File: src/rtl/rtc_cal_pkg.sv
`timescale 1ns/1ps
package rtc_cal_pkg;
  typedef enum logic [2:0] {
    FLD_SEC = 3'd0, FLD_MIN = 3'd1, FLD_HOUR = 3'd2, FLD_DOW = 3'd3,
    FLD_DATE = 3'd4, FLD_MONTH = 3'd5, FLD_YEAR = 3'd6, FLD_NONE = 3'd7
  } fld_e;

  function automatic logic [7:0] bcd_inc(input logic [7:0] v);
    logic [7:0] r;
    if (v[3:0] == 4'd9) r = {v[7:4] + 4'd1, 4'd0};
    else                r = {v[7:4], v[3:0] + 4'd1};
    return r;
  endfunction

  // Two-digit BCD year divisible by four
  function automatic logic is_leap(input logic [7:0] y);
    logic r;
    if (!y[4]) r = (y[3:0] == 4'd0) || (y[3:0] == 4'd4) || (y[3:0] == 4'd8);
    else       r = (y[3:0] == 4'd2) || (y[3:0] == 4'd6);
    return r;
  endfunction

  function automatic logic [5:0] month_last(input logic [4:0] m, input logic leap);
    logic [5:0] r;
    case (m)
      5'h02:                      r = leap ? 6'h29 : 6'h28;
      5'h04, 5'h06, 5'h09, 5'h11: r = 6'h30;
      default:                    r = 6'h31;
    endcase
    return r;
  endfunction
endpackage

File: src/rtl/rtc_bcd_wrap.sv
`timescale 1ns/1ps
module rtc_bcd_wrap #(
  parameter int             W    = 7,
  parameter logic [W-1:0]   MINV = '0,
  parameter logic [W-1:0]   MAXV = W'(8'h59),
  parameter logic [W-1:0]   RSTV = '0
) (
  input  logic         clk,
  input  logic         rst_n,
  input  logic         adv,
  input  logic         wr,
  input  logic [W-1:0] wdata,
  output logic [W-1:0] value,
  output logic         carry
);
  import rtc_cal_pkg::*;
  localparam int PAD = 8 - W;

  logic [7:0] wide_next;
  assign wide_next = bcd_inc({{PAD{1'b0}}, value});
  assign carry = adv && !wr && (value == MAXV);

  always_ff @(posedge clk or negedge rst_n) begin
    if (!rst_n)              value <= RSTV;
    else if (wr)             value <= wdata;
    else if (adv) begin
      if (value == MAXV)     value <= MINV;
      else                   value <= wide_next[W-1:0];
    end
  end

  // R2 (also R8, R9): the top value wraps to the bottom one on an advance
  a_r2_wrap_to_min: assert property (@(posedge clk) disable iff (!rst_n)
    adv && !wr && value == MAXV |=> value == MINV);
  a_r10_write_wins: assert property (@(posedge clk) disable iff (!rst_n)
    wr |=> value == $past(wdata));
  a_r10_idle_hold: assert property (@(posedge clk) disable iff (!rst_n)
    !adv && !wr |=> $stable(value));
endmodule

File: src/rtl/rtc_hour_unit.sv
`timescale 1ns/1ps
module rtc_hour_unit (
  input  logic       clk,
  input  logic       rst_n,
  input  logic       adv,
  input  logic       wr,
  input  logic [6:0] wdata,
  output logic [6:0] value,
  output logic       day_carry
);
  import rtc_cal_pkg::*;

  logic       mode12;
  logic       pm;
  logic [4:0] h12;
  logic [5:0] h24;
  logic [7:0] inc12, inc24;
  logic [6:0] nxt;
  logic       roll;

  assign mode12 = value[6];
  assign pm     = value[5];
  assign h12    = value[4:0];
  assign h24    = value[5:0];
  assign inc12  = bcd_inc({3'b000, h12});
  assign inc24  = bcd_inc({2'b00, h24});

  always_comb begin
    nxt  = value;
    roll = 1'b0;
    if (mode12) begin
      if (h12 == 5'h12)      nxt = {1'b1, pm, 5'h01};
      else if (h12 == 5'h11) begin
        nxt  = {1'b1, ~pm, 5'h12};
        roll = pm;
      end else               nxt = {1'b1, pm, inc12[4:0]};
    end else begin
      if (h24 == 6'h23) begin
        nxt  = 7'h00;
        roll = 1'b1;
      end else               nxt = {1'b0, inc24[5:0]};
    end
  end

  assign day_carry = adv && !wr && roll;

  always_ff @(posedge clk or negedge rst_n) begin
    if (!rst_n)   value <= 7'h00;
    else if (wr)  value <= wdata;
    else if (adv) value <= nxt;
  end

  a_r5_pm_flips_at_eleven: assert property (@(posedge clk) disable iff (!rst_n)
    adv && !wr && mode12 && h12 == 5'h11 |=> value[5] != $past(value[5]) && value[4:0] == 5'h12);
  a_r5_twelve_to_one: assert property (@(posedge clk) disable iff (!rst_n)
    adv && !wr && mode12 && h12 == 5'h12 |=> value[4:0] == 5'h01 && $stable(value[6:5]));
  a_r4_midnight_wrap: assert property (@(posedge clk) disable iff (!rst_n)
    adv && !wr && !mode12 && h24 == 6'h23 |=> value == 7'h00);
endmodule

File: src/rtl/rtc_date_unit.sv
`timescale 1ns/1ps
module rtc_date_unit (
  input  logic       clk,
  input  logic       rst_n,
  input  logic       adv,
  input  logic       wr,
  input  logic [5:0] wdata,
  input  logic [5:0] last_day,
  output logic [5:0] value,
  output logic       carry
);
  import rtc_cal_pkg::*;

  logic [7:0] inc;
  logic       at_end;
  assign inc    = bcd_inc({2'b00, value});
  assign at_end = (value == last_day);
  assign carry  = adv && !wr && at_end;

  always_ff @(posedge clk or negedge rst_n) begin
    if (!rst_n)   value <= 6'h01;
    else if (wr)  value <= wdata;
    else if (adv) value <= at_end ? 6'h01 : inc[5:0];
  end

  // the month's last day is followed by day 01
  a_r6_last_day_rolls: assert property (@(posedge clk) disable iff (!rst_n)
    adv && !wr && at_end |=> value == 6'h01);
  a_r6_mid_month_steps: assert property (@(posedge clk) disable iff (!rst_n)
    adv && !wr && !at_end |=> value != 6'h01);
endmodule

File: src/rtl/rtc_calendar_core.sv
`timescale 1ns/1ps
module rtc_calendar_core (
  input  logic       clk,
  input  logic       rst_n,
  input  logic       tick_1hz,
  input  logic       wr_en,
  input  logic [2:0] wr_sel,
  input  logic [7:0] wr_data,
  output logic [7:0] seconds_o,
  output logic [7:0] minutes_o,
  output logic [7:0] hours_o,
  output logic [7:0] weekday_o,
  output logic [7:0] date_o,
  output logic [7:0] month_o,
  output logic [7:0] year_o
);
  import rtc_cal_pkg::*;

  logic       halt_q;
  logic       w_sec, w_min, w_hour, w_dow, w_date, w_mon, w_year;
  logic       adv_sec, c_sec, c_min, c_day, c_date, c_mon, c_year, c_dow;
  logic [6:0] sec_v, min_v, hour_v;
  logic [2:0] dow_v;
  logic [5:0] date_v, last_v;
  logic [4:0] mon_v;
  logic [7:0] year_v;

  assign w_sec  = wr_en && (wr_sel == FLD_SEC);
  assign w_min  = wr_en && (wr_sel == FLD_MIN);
  assign w_hour = wr_en && (wr_sel == FLD_HOUR);
  assign w_dow  = wr_en && (wr_sel == FLD_DOW);
  assign w_date = wr_en && (wr_sel == FLD_DATE);
  assign w_mon  = wr_en && (wr_sel == FLD_MONTH);
  assign w_year = wr_en && (wr_sel == FLD_YEAR);

  assign adv_sec = tick_1hz && !halt_q;

  always_ff @(posedge clk or negedge rst_n) begin
    if (!rst_n)     halt_q <= 1'b0;
    else if (w_sec) halt_q <= wr_data[7];
  end

  rtc_bcd_wrap #(.W(7), .MINV(7'h00), .MAXV(7'h59), .RSTV(7'h00)) u_sec (
    .clk(clk), .rst_n(rst_n), .adv(adv_sec), .wr(w_sec), .wdata(wr_data[6:0]),
    .value(sec_v), .carry(c_sec));

  rtc_bcd_wrap #(.W(7), .MINV(7'h00), .MAXV(7'h59), .RSTV(7'h00)) u_min (
    .clk(clk), .rst_n(rst_n), .adv(c_sec), .wr(w_min), .wdata(wr_data[6:0]),
    .value(min_v), .carry(c_min));

  rtc_hour_unit u_hour (
    .clk(clk), .rst_n(rst_n), .adv(c_min), .wr(w_hour), .wdata(wr_data[6:0]),
    .value(hour_v), .day_carry(c_day));

  rtc_bcd_wrap #(.W(3), .MINV(3'd1), .MAXV(3'd7), .RSTV(3'd1)) u_dow (
    .clk(clk), .rst_n(rst_n), .adv(c_day), .wr(w_dow), .wdata(wr_data[2:0]),
    .value(dow_v), .carry(c_dow));

  assign last_v = month_last(mon_v, is_leap(year_v));

  rtc_date_unit u_date (
    .clk(clk), .rst_n(rst_n), .adv(c_day), .wr(w_date), .wdata(wr_data[5:0]),
    .last_day(last_v), .value(date_v), .carry(c_date));

  rtc_bcd_wrap #(.W(5), .MINV(5'h01), .MAXV(5'h12), .RSTV(5'h01)) u_mon (
    .clk(clk), .rst_n(rst_n), .adv(c_date), .wr(w_mon), .wdata(wr_data[4:0]),
    .value(mon_v), .carry(c_mon));

  rtc_bcd_wrap #(.W(8), .MINV(8'h00), .MAXV(8'h99), .RSTV(8'h00)) u_year (
    .clk(clk), .rst_n(rst_n), .adv(c_mon), .wr(w_year), .wdata(wr_data),
    .value(year_v), .carry(c_year));

  assign seconds_o = {halt_q, sec_v};
  assign minutes_o = {1'b0, min_v};
  assign hours_o   = {1'b0, hour_v};
  assign weekday_o = {5'd0, dow_v};
  assign date_o    = {2'b00, date_v};
  assign month_o   = {3'b000, mon_v};
  assign year_o    = year_v;

  a_r3_halt_freezes: assert property (@(posedge clk) disable iff (!rst_n)
    tick_1hz && halt_q && !wr_en |=> $stable(seconds_o) && $stable(minutes_o)
      && $stable(hours_o) && $stable(date_o) && $stable(year_o));
  a_r9_dow_with_date: assert property (@(posedge clk) disable iff (!rst_n)
    !wr_en && $past(date_o) != date_o |-> $past(weekday_o) != weekday_o);
  a_r10_sel7_ignored: assert property (@(posedge clk) disable iff (!rst_n)
    wr_en && wr_sel == FLD_NONE && !tick_1hz |=> $stable(seconds_o) && $stable(minutes_o)
      && $stable(hours_o) && $stable(weekday_o) && $stable(date_o) && $stable(month_o)
      && $stable(year_o));
  a_r10_carry_cut: assert property (@(posedge clk) disable iff (!rst_n)
    tick_1hz && w_sec |=> $stable(minutes_o));
endmodule

File: config.mk
export PLATFORM = sky130hd
export DESIGN_NAME = rtc_calendar_core
export DESIGN_NICKNAME = d
export VERILOG_FILES = /design/src/rtl/rtc_cal_pkg.sv /design/src/rtl/rtc_bcd_wrap.sv /design/src/rtl/rtc_hour_unit.sv /design/src/rtl/rtc_date_unit.sv /design/src/rtl/rtc_calendar_core.sv
export SDC_FILE = /design/constraint.sdc
export NUM_CORES = 1
export LEC_CHECK = 0
export BUFFER_PORTS_ARGS = -buffer_cell sky130_fd_sc_hd__buf_4
export CORE_ASPECT_RATIO = 2
export CORE_UTILIZATION = 45
export DETAILED_ROUTE_END_ITERATION = 10
export PLACE_DENSITY_LB_ADDON = 0.3
export SLEW_MARGIN = 10
export SYNTH_ARGS = -nofsm -noshare
export SYNTH_HDL_FRONTEND = slang
export SYNTH_HIERARCHICAL = 1
export SYNTH_SLANG_ARGS = --single-unit
File: constraint.sdc
create_clock -name clk -period 6.59 [get_ports clk]
set_input_delay 0.3295 -clock clk [delete_from_list [all_inputs] [get_ports clk]]
set_output_delay 0.3295 -clock clk [all_outputs]
set_load 0.02 [all_outputs]
Word-level counts from Yosys, hierarchy flattened
Cells that the tools add are included.

Add/sub/neg operators: 14. Equal/unequal tests: 33. Multiplexer cells: 38. Bitwise gates (word level): 1. Reduce and logical (&&, ||, !) cells: 50.

Operators with widths (number): 7-bit 2-to-1 mux (12); 6-bit 2-to-1 mux (7); 8-bit 2-to-1 mux (4); 4-bit by 1-bit adder with 4-bit output (second input constant) (7); 4-bit == test (second input constant) (7); 5-bit 2-to-1 mux (5); 5-bit == test (second input constant) (4); 1-bit logical AND (18); 3-bit nonzero test (5); 7-bit == test (second input constant) (2); 2-bit nonzero test (7); 3-bit == test (second input constant) (4); 5-bit by 3-bit == test with 1-bit output (second input constant) (2); 5-bit one-hot mux with 2 select lines (1); 2-bit AND reduction (5); 3-bit by 1-bit adder with 3-bit output (second input constant) (3); 3-bit 2-to-1 mux (3); 4-bit by 3-bit == test with 1-bit output (second input constant) (2); 8-bit == test (second input constant) (1); 3-bit by 2-bit == test with 1-bit output (second input constant) (2); 6-bit == test (1); 6-bit == test (second input constant) (1); 1-bit zero test (6); 1-bit 2-to-1 mux (6); other kinds (16) (21).

Register bits after elaboration: 44. Output and inout bits: 56.

Logic depth before layout (Yosys ltp)
Gate-level depths: netlist (run 1).

Word-level depth: 15. Mapped depth: 16. Mapped depth without buffers: 15.

Hierarchy
Netlist (run 1), hierarchy kept.

By module, submodules not included: rtc_bcd_wrap at u_min ... (times used 2, cells each 50, area an instance 471.7 um2, sequential area each 175.2 um2); rtc_hour_unit (times used 1, cells each 73, area an instance 610.6 um2, sequential area each 175.2 um2); rtc_bcd_wrap at u_year (times used 1, cells each 63, area an instance 575.6 um2, sequential area each 200.2 um2); rtc_date_unit (times used 1, cells each 53, area an instance 478.0 um2, sequential area each 151.4 um2); rtc_bcd_wrap at u_mon (times used 1, cells each 40, area an instance 360.3 um2, sequential area each 126.4 um2); rtc_calendar_core (times used 1, cells each 41, area an instance 306.5 um2, sequential area each 25.0 um2); rtc_bcd_wrap at u_dow (times used 1, cells each 16, area an instance 177.7 um2, sequential area each 76.3 um2).

Worst setup path after synthesis (run 1)
No wires, ideal clock.

Kind: reg-to-reg. From: register u_sec.value[0]. To: register u_year.value[7]. Data arrival time: 4.625 ns. Slack: 1.883 ns. Cell stages (with the launch flop): 16. Buffers on the path: 1. Clock period less this slack: 4.707 ns. Cells stage by stage: dfrtp_1 ha_1 nand4b_4 nor3_1 nand4b_4 nor3_1 nand2b_1 nor2_1 buf_4 nand3_1 nor3_1 and2b_1 and4_1 nand4b_1 a2111o_1 o22ai_1.

Cells in the longest elaborated chain, start to end: 12.

Ends and longest elaborated chain: start: declaration (RTL line rtc_bcd_wrap.sv:13) `output logic [W-1:0] value,`; start signal: assignment (RTL line rtc_bcd_wrap.sv:25) `else if (wr) value <= wdata;`; start signal: assignment (RTL line rtc_bcd_wrap.sv:28) `else value <= wide_next[W-1:0];`; 7-bit == test (RTL line rtc_bcd_wrap.sv:21) `assign carry = adv && !wr && (value == MAXV);`; 1-bit logical AND (RTL line rtc_bcd_wrap.sv:21); via c_sec (RTL line rtc_calendar_core.sv:21) `logic adv_sec, c_sec, c_min, c_day, c_date, c_mon, c_year, c_dow;`; 1-bit logical AND (2 in series) (RTL line rtc_bcd_wrap.sv:21); via c_min (RTL line rtc_calendar_core.sv:21); 1-bit logical AND (2 in series) (RTL line rtc_hour_unit.sv:45) `assign day_carry = adv && !wr && roll;`; via c_day (RTL line rtc_calendar_core.sv:21); 1-bit logical AND (2 in series) (RTL line rtc_date_unit.sv:18) `assign carry = adv && !wr && at_end;`; via c_date (RTL line rtc_calendar_core.sv:21); 1-bit logical AND (2 in series) (RTL line rtc_bcd_wrap.sv:21); via c_mon (RTL line rtc_calendar_core.sv:21); 2-bit nonzero test (no line); 2-bit AND reduction (no line); end signal: assignment (RTL line rtc_bcd_wrap.sv:25); end signal: assignment (RTL line rtc_bcd_wrap.sv:28); end: declaration (RTL line rtc_bcd_wrap.sv:13).

The timed path passes the listed nets, and every way through them passes these cells. A chain may end at the register's enable or synchronous reset.

Worst setup path in the final report (run 1)
From: register halt_q. To: register u_year.value[7].

Cells in the longest elaborated chain, start to end: 14.

Ends and longest elaborated chain: start: declaration (RTL line rtc_calendar_core.sv:19) `logic halt_q;`; start signal: assignment (RTL line rtc_calendar_core.sv:40) `else if (w_sec) halt_q <= wr_data[7];`; 1-bit zero test (RTL line rtc_calendar_core.sv:36) `assign adv_sec = tick_1hz && !halt_q;`; 1-bit logical AND (RTL line rtc_calendar_core.sv:36); via adv_sec (RTL line rtc_calendar_core.sv:21); 1-bit logical AND (2 in series) (RTL line rtc_bcd_wrap.sv:21); via c_sec (RTL line rtc_calendar_core.sv:21); 1-bit logical AND (2 in series) (RTL line rtc_bcd_wrap.sv:21); via c_min (RTL line rtc_calendar_core.sv:21); 1-bit logical AND (2 in series) (RTL line rtc_hour_unit.sv:45); via c_day (RTL line rtc_calendar_core.sv:21); 1-bit logical AND (2 in series) (RTL line rtc_date_unit.sv:18); via c_date (RTL line rtc_calendar_core.sv:21); 1-bit logical AND (2 in series) (RTL line rtc_bcd_wrap.sv:21); via c_mon (RTL line rtc_calendar_core.sv:21); 2-bit nonzero test (no line); 2-bit AND reduction (no line).

The timed path passes the listed nets, and every way through them passes these cells.

==> flow_metrics.tcl, run 1 <==
set metrics [dict create \
    die_h_um 126 \
    multiInputGateArea_mm2 0.00214 \
    finalHoldViolCount 0 \
    setup_viol 0 \
    min_period_ps 5420 \
    netlist_instances 383 \
    core_area_mm2 0.00732 \
    cts_max_level 2 \
    cts_tree "done" \
    slew_viol_final 0 \
    finalCritPeriodShare_pct 82.2 \
    grt_overflow 0 \
    cp_max_fo 12 \
    ant_nets 0 \
    vias 3012 \
    syn2layout_area_growth_pct 17.2 \
    worst_pin_slew_ps 1170 \
    grt_max_degree 45 \
    antenna_found_initial 0 \
    rsz0062_at_grt "no" \
    ff2ff_setup_slack_ps 1170 \
    critPathSlowestCell "nor3_1" \
    wl_per_cell_um 16.1 \
    post_cts_resized 0 \
    io_pins 71 \
    p_leak_nw 1.77 \
    netlist_area_mm2 0.00343 \
    cts_sinks 44 \
    crit_buf_inv 1 \
    clkTransAtPathRegs_ps 70 \
    fin_hold_ws_ps 43.5 \
    numPortBuffers 58 \
    cts_buffer_depth 2 \
    seq_area_mm2 0.00110 \
    grtUsageTotal_pct 22.2 \
    cap_violations 0 \
    fmax_ghz 0.185 \
    cts-buffers-inserted 5 \
    die_w_um 63.8 \
    skew_ps 6.92 \
    synth.avg_cell_area_um2 8.97 \
    status "completed" \
    remaining_drc_errors 0 \
    critPathKind "flip-flop to flip-flop" \
    grt_pass1_wl_mm 13.9 \
    initial_core_util_pct 46.9 \
    drt-total-wl_mm 8.55 \
    via_per_inst 5.68 \
    startpoint_type "flip-flop" \
    fillCellCount 697 \
    ys_warn_count 6 \
    clockRootBuffer "clkbuf_16" \
    dieArea_mm2 0.00801 \
    hp-class "input port to async pin" \
    design_area_mm2 0.00402 \
    crit_family "simple AND/OR/NAND/NOR gates" \
    place.gp.congestion 0.866 \
    drt_iter0_markers 182 \
    clk_latency_ps 290 \
    drtPass1Iterations 4 \
    finalNetCount 467 \
    finalPower_mw 1.24 \
    timing.critical_path.arrival_ps 5630 \
    grt_pass1_vias 2958 \
    crit_top_cell "nor3_1" \
    postPlaceCellArea_mm2 0.00387 \
    drive_gt1_share_pct 19.9 \
    antennaDiodeCount 0 \
    slowest_delay_ps 740 \
    cp_cell_sequence "nor2b_1 > nand4b_4 > nor3_1 > nand4b_4 > nor3_1 > nand2b_1 > nor2_1 > buf_4 > nand3_1 > nor3_1 > and2b_1 > and4_1 > nand4b_1 > a2111o_1 > o22ai_1" \
    hpwlAfterDp_mm 6.19 \
    cts_hold_buf 0 \
    p_per_area_mw_per_mm2 307 \
    worstPathRequired_ps 6800 \
    slew_headroom_pct 21.6 \
    ir_drop_v 0.000167 \
    tns_ps 0 \
    postCtsSetupRepairBufs 0 \
    rows 44 \
    setup.worst_path.end_class "flip-flop" \
]
[routing by layer]
layer  track usage, %  vias to the layer above  wire [µm]
met3             4.20                       15        378
li1                 -                     1472          -
met5                0                        -          0
met4             11.1                        0        221
met1             22.8                     1420       3310
met2             41.1                      105       4650
[placed cells by master, fill, tap and decap left out, drive strengths merged, types with 3 or more instances in the layout]
cell	instances
nor3	8
a21oi	32
nor2b	15
o31ai	5
o211ai	3
nand2	33
conb	15
dfstp	3
and4b	5
nor3b	3
or3b	6
and3b	3
nor2	24
xor2	5
and2b	5
inv	17
xnor2	9
mux2i	9
a21boi	4
nand4b	5
nand3b	12
or2b	3
nand4	3
clkbuf	5
dfrtp	41
o21ai	24
a31oi	3
nand2b	9
a2bb2oi	8
nor4	3
buf	60
ha	15
nand3	6
[worst paths after layout]
| path | from | to | cells past startpoint |
|---|---|---|---|
| max | halt_q | u_year/value[7] | 15 |
| min | rst_n | u_year/value[1] | 1 |
| max reg2reg | halt_q | u_year/value[7] | 15 |
| min reg2reg | halt_q | halt_q | 1 |
| max in group asynchronous | rst_n | u_dow/value[1] | 1 |
| min in group clk | wr_data[7] | halt_q | 2 |
[worst reg2reg max path, stage by stage (launching register included)]
cell and delay, ps:
dfrtp_1 390, nor2b_1 450, nand4b_4 200, nor3_1 740, nand4b_4 210, nor3_1 710
nand2b_1 160, nor2_1 130, buf_4 200, nand3_1 130, nor3_1 570, and2b_1 240
and4_1 360, nand4b_1 270, a2111o_1 470, o22ai_1 100
[flip-flops by register name, indices dropped and copies added, names as in the netlist]
register	cells
u_dow/value	3
u_sec/value	7
u_hour/value	7
u_min/value	7
halt_q	1
u_date/value	6
u_year/value	8
u_mon/value	5
[area by class of cell]
| cell class | count | area share [%] |
|---|---|---|
| Timing Repair Buffer | 60 | 11.2 |
| Tap cell | 92 | 2.86 |
| Inverter | 17 | 1.59 |
| Clock buffer | 5 | 3.11 |
| Multi-Input combinational cell | 309 | 53.2 |
| Sequential cell | 44 | 27.5 |
| Clock inverter | 3 | 0.591 |
[where the power goes]
part           switching [mW]  internal (mW)  leakage, nW
Sequential              0.130          0.342        0.510
Clock                   0.112          0.141       0.0660
Combinational           0.269          0.241         1.20
[per-stage QoR]
stage	util, %	std cells	setup slack [ps]
after floorplan	-	396	1910
after global placement	52.9	522	1470
after detailed placement	52.9	522	1240
after CTS	55.0	530	1170
after global routing	55.0	530	563
final	55.0	530	1170
Note: power is estimated with default switching activity, not from simulation.
==> run 2: changes to the inputs <==
clock period = 4.7 ns   (was 6.59 ns; I/O delays follow)
==> run 2 against run 1 <==
Against the previous run:
- highest routed layer unchanged
- largest cell class unchanged
- critical path type unchanged
- combinational power is 40% higher
- core utilization is 0.65 points higher
- flip-flop and latch count stayed put
==> flow_metrics.tcl, run 2 (same netlist as run 1, synthesis figures left out) <==
set metrics [dict create \
    status "completed" \
    postLayoutSetupSlackWorst_ps 637 \
    slew_headroom_pct 16.3 \
    design_area_mm2 0.00407 \
    startpoint_type "flip-flop" \
    remaining_drc_errors 0 \
    grt_pass1_vias 3019 \
    drive_gt1_share_pct 20.1 \
    postCtsSetupRepairBufs 0 \
    syn2layout_area_growth_pct 18.5 \
    cts_buffer_depth 2 \
    skew_ps 5.98 \
    drt_iter0_markers 179 \
    clk_latency_ps 290 \
    hpwlAfterDp_mm 6.24 \
    rows 44 \
    antennaDiodeCount 0 \
    postPlaceCellArea_mm2 0.00390 \
    worst_pin_slew_ps 1250 \
    largest_register_ffs 8 \
    grt_pass1_wl_mm 14.5 \
    numPortBuffers 58 \
    grt_max_degree 45 \
    ff2ff_setup_slack_ps 640 \
    setup.worst_path.end_class "flip-flop" \
    io_pins 71 \
    core_area_mm2 0.00732 \
    ant_nets 0 \
    grt_overflow 0 \
    die_h_um 126 \
    clkTransAtPathRegs_ps 60 \
    cts_max_level 2 \
    via_per_inst 5.73 \
    slew_viol_final 0 \
    p_leak_nw 1.81 \
    timing.critical_path.arrival_ps 4280 \
    antenna_found_initial 0 \
    finalNetCount 471 \
    setup_viol 0 \
    top_register "u_year/value" \
    vias 3062 \
    p_per_area_mw_per_mm2 438 \
    cts_sinks 44 \
    drt-total-wl_mm 8.69 \
    finalHoldViolCount 0 \
    finalCritPeriodShare_pct 86.4 \
    worstPathRequired_ps 4910 \
    finalPower_mw 1.78 \
    ir_drop_v 0.000255 \
    dieArea_mm2 0.00801 \
    final_cell_mix "buf_4, dfrtp_1, nand2_1" \
    grtUsageTotal_pct 22.9 \
    rsz0062_at_grt "no" \
    critPathKind "flip-flop to flip-flop" \
    initial_core_util_pct 46.9 \
    place.gp.congestion 0.866 \
    cap_violations 0 \
    die_w_um 63.8 \
    tns_ps 0 \
    min_period_ps 4060 \
    wl_per_cell_um 16.3 \
    layout_commonest_cell "buf_4" \
    clockRootBuffer "clkbuf_16" \
    hp-class "input port to flip-flop" \
    cp_max_fo 10 \
    drtPass1Iterations 4 \
    cts-buffers-inserted 5 \
    dp_slack_ps 614 \
    fmax_ghz 0.246 \
    cts_tree "done" \
]
## run 2: area by class of cell
cell class              instances  area (µm²)
clock buffers                   6         129
clock inverters                 2        35.0
fillers                       677        3250
inverters                      17        63.8
multi-input cells             309        2140
flip-flops and latches         44        1100
well taps                      92         115
repair buffers                 64         483
## run 2: report_power, final
group | internal, mW | switching, mW | total, mW
Sequential | 0.480 | 0.182 | 0.661
Combinational | 0.338 | 0.378 | 0.716
Clock | 0.250 | 0.155 | 0.406
## run 2: through the flow
| step | hold slack (ps) | util (%) | instances |
|---|---|---|---|
| after floorplan | -60.6 | - | 396 |
| after global placement | 282 | 53.2 | 525 |
| after detailed placement | 283 | 53.2 | 525 |
| after CTS | 210 | 55.6 | 534 |
| after global routing | 214 | 55.6 | 534 |
| final | 208 | 55.6 | 534 |
## run 2: repair_timing
action,in CTS,in global routing
resized for setup,0,0
hold buffers,1,0
endpoints found under the hold margin,41,0
## run 2: worst paths after layout
path / start / depth (start not counted) / endpoint
max: halt_q / 17 / u_year/value[7]
min: wr_data[7] / 2 / halt_q
max reg2reg: halt_q / 17 / u_year/value[7]
min reg2reg: halt_q / 1 / halt_q
max in group asynchronous: rst_n / 2 / u_date/value[5]
min in group asynchronous: rst_n / 2 / u_year/value[1]
## run 2: critical path, stage by stage (launching register included)
cell	delay (ps)
dfrtp_1	400
nor2b_1	450
nand4b_4	190
nor3_1	230
buf_4	190
nand4b_4	150
nor3_1	190
buf_4	170
nand2b_1	70
nor2_1	140
nand3_1	130
nor3_1	150
buf_4	170
and2b_1	140
and4_1	350
nand4b_1	270
a2111o_1	480
o22ai_1	110
## run 2: per-layer routing
layer  track usage (%)  part of all wire [%]  up-vias
li1                  -                     -     1478
met1              25.4                    39     1483
met2              40.6                    54       81
met3              3.10                   3.5       20
met4              13.0                   4.0        0
met5                 0                     0        -
==> run 3: changes to the inputs <==
BUFFER_PORTS_ARGS = -buffer_cell sky130_fd_sc_hd__buf_2   (was -buffer_cell sky130_fd_sc_hd__buf_4)
GPL_TIMING_DRIVEN = 0   (was unset)
==> run 3 against run 2 <==
Against the previous run:
- power shrank 2.6%
- setup slack got worse by 300 ps
- clock-buffer cell count is the same
- cell area is 1.0% higher
- combinational power decreased by 2%
- routed wire length down 1.0%
- sequential power fell by 3.2%
- non-clock buffer count grew 22
- cell count increased by 4.1%
- fmax fell by 6.9%
- highest routed layer unchanged
==> flow_metrics.tcl, run 3 (same netlist as run 1, synthesis figures left out) <==
set metrics [dict create \
    cp_max_fo 10 \
    top_register "u_year/value" \
    startpoint_type "flip-flop" \
    finalCritPeriodShare_pct 92.8 \
    cts_buffer_depth 2 \
    place.gp.congestion 0.866 \
    cts_sinks 44 \
    rsz0062_at_grt "no" \
    cts_max_level 2 \
    io_pins 71 \
    p_leak_nw 1.87 \
    clockRootBuffer "clkbuf_16" \
    drt_iter0_markers 159 \
    die_w_um 63.8 \
    setup_viol 0 \
    cts-buffers-inserted 5 \
    tns_ps 0 \
    hpwlAfterDp_mm 6.41 \
    critPathKind "flip-flop to flip-flop" \
    clk_latency_ps 290 \
    drive_gt1_share_pct 24.4 \
    ant_nets 0 \
    cap_violations 0 \
    largest_register_ffs 8 \
    die_h_um 126 \
    numPortBuffers 58 \
    slew_headroom_pct 30.5 \
    skew_ps 4.18 \
    timing.critical_path.arrival_ps 4570 \
    antennaDiodeCount 0 \
    hp-class "input port to async pin" \
    grt_max_degree 45 \
    via_per_inst 5.64 \
    grt_overflow 0 \
    drtPass1Iterations 4 \
    worstPathRequired_ps 4910 \
    slew_viol_final 0 \
    finalNetCount 493 \
    initial_core_util_pct 46.9 \
    worst_pin_slew_ps 1040 \
    drt-total-wl_mm 8.60 \
    fillCellCount 684 \
    clkTransAtPathRegs_ps 60 \
    core_area_mm2 0.00732 \
    rows 44 \
    grtUsageTotal_pct 22.5 \
    dieArea_mm2 0.00801 \
    fmax_ghz 0.229 \
    antenna_found_initial 0 \
    fin_hold_ws_ps 137 \
    min_period_ps 4360 \
    finalPower_mw 1.74 \
    syn2layout_area_growth_pct 19.7 \
    cts_hold_buf 0 \
    wl_per_cell_um 15.5 \
    ir_drop_v 0.000209 \
    layout_commonest_cell "buf_2" \
    grt_pass1_wl_mm 14.2 \
    finalHoldViolCount 0 \
    setup.worst_path.end_class "flip-flop" \
    status "completed" \
    grt_pass1_vias 3004 \
    final_cell_mix "buf_2, dfrtp_1, nand2_1" \
    cts_tree "done" \
    remaining_drc_errors 0 \
    p_per_area_mw_per_mm2 422 \
    vias 3137 \
]
-- run 3: cell count changes in the layout (fill, tap and decap cells not counted), moves of 2 or more --
cell / change
nor3_1: -3
clkbuf_1: +5
nor3_4: +3
buf_4: -46
buf_6: +2
buf_2: +62
-- run 3: cell type report --
cell class                 count  area [µm²]  area share (%)
multi-input combinational    309        2190            53.1
sequential                    44        1100            26.9
timing repair buffer          60         305            7.42
buffer                        26         174            4.23
clock buffer                   6         129            3.13
tap                           92         115            2.80
inverter                      17        63.8            1.55
clock inverter                 2        35.0           0.852
-- run 3: repair_timing --
item                                    CTS  global route
setup buffers                             0             2
gates resized for setup                   6             4
endpoints found under the setup margin   13             4
pin swaps                                 0             2
-- run 3: report_power, final --
part	total (mW)	internal, mW	leakage, nW	switching [mW]
clock network	0.396	0.250	0.0808	0.146
logic	0.700	0.300	1.27	0.400
registers	0.640	0.480	0.510	0.160
total	1.74	1.03	1.87	0.706
-- run 3: metrics by stage --
step,cell area [µm²],std cells,utilization [%],setup slack [ps]
after global placement,3890,546,53.1,-1050
after CTS,4080,554,55.8,24.0
after global routing,4110,556,56.2,18.1
after detailed placement,3890,546,53.1,-1200
final,4110,556,56.2,338
after floorplan,3480,396,-,15.3
-- run 3: routing by layer --
| layer | vias to the layer above | part of all wire [%] | global-route usage [%] |
|---|---|---|---|
| met5 | - | 0 | 0 |
| met4 | 0 | 2.1 | 9.49 |
| met3 | 14 | 4.8 | 3.38 |
| met2 | 100 | 54 | 40.9 |
| li1 | 1518 | - | - |
| met1 | 1505 | 39 | 25.3 |
-- run 3: worst max-delay path: stages (launching register included) --
cell      delay [ps]
dfrtp_1          430
inv_1             80
ha_1             220
nand4b_4         170
nor3_4           320
nand4b_4         200
nor3_4           360
nand2b_1         140
nor2_2           270
buf_4            230
nand3_1          170
nor3_4           320
and2b_1          180
and4_2           330
nand4b_1         270
a2111o_1         480
o22ai_1          110
-- run 3: worst paths after layout --
kind                                 from              end  slack, ps  cells after the start
max in group asynchronous           rst_n  u_date/value[2]       3920                      1
hold reg to reg            u_dow/value[0]   u_dow/value[0]        580                      2
setup reg to reg           u_sec/value[1]  u_year/value[7]        340                     16
setup / recovery           u_sec/value[1]  u_year/value[7]        340                     16
min in group clk               wr_data[7]           halt_q        200                      2
hold / removal                      rst_n  u_year/value[3]        140                      1
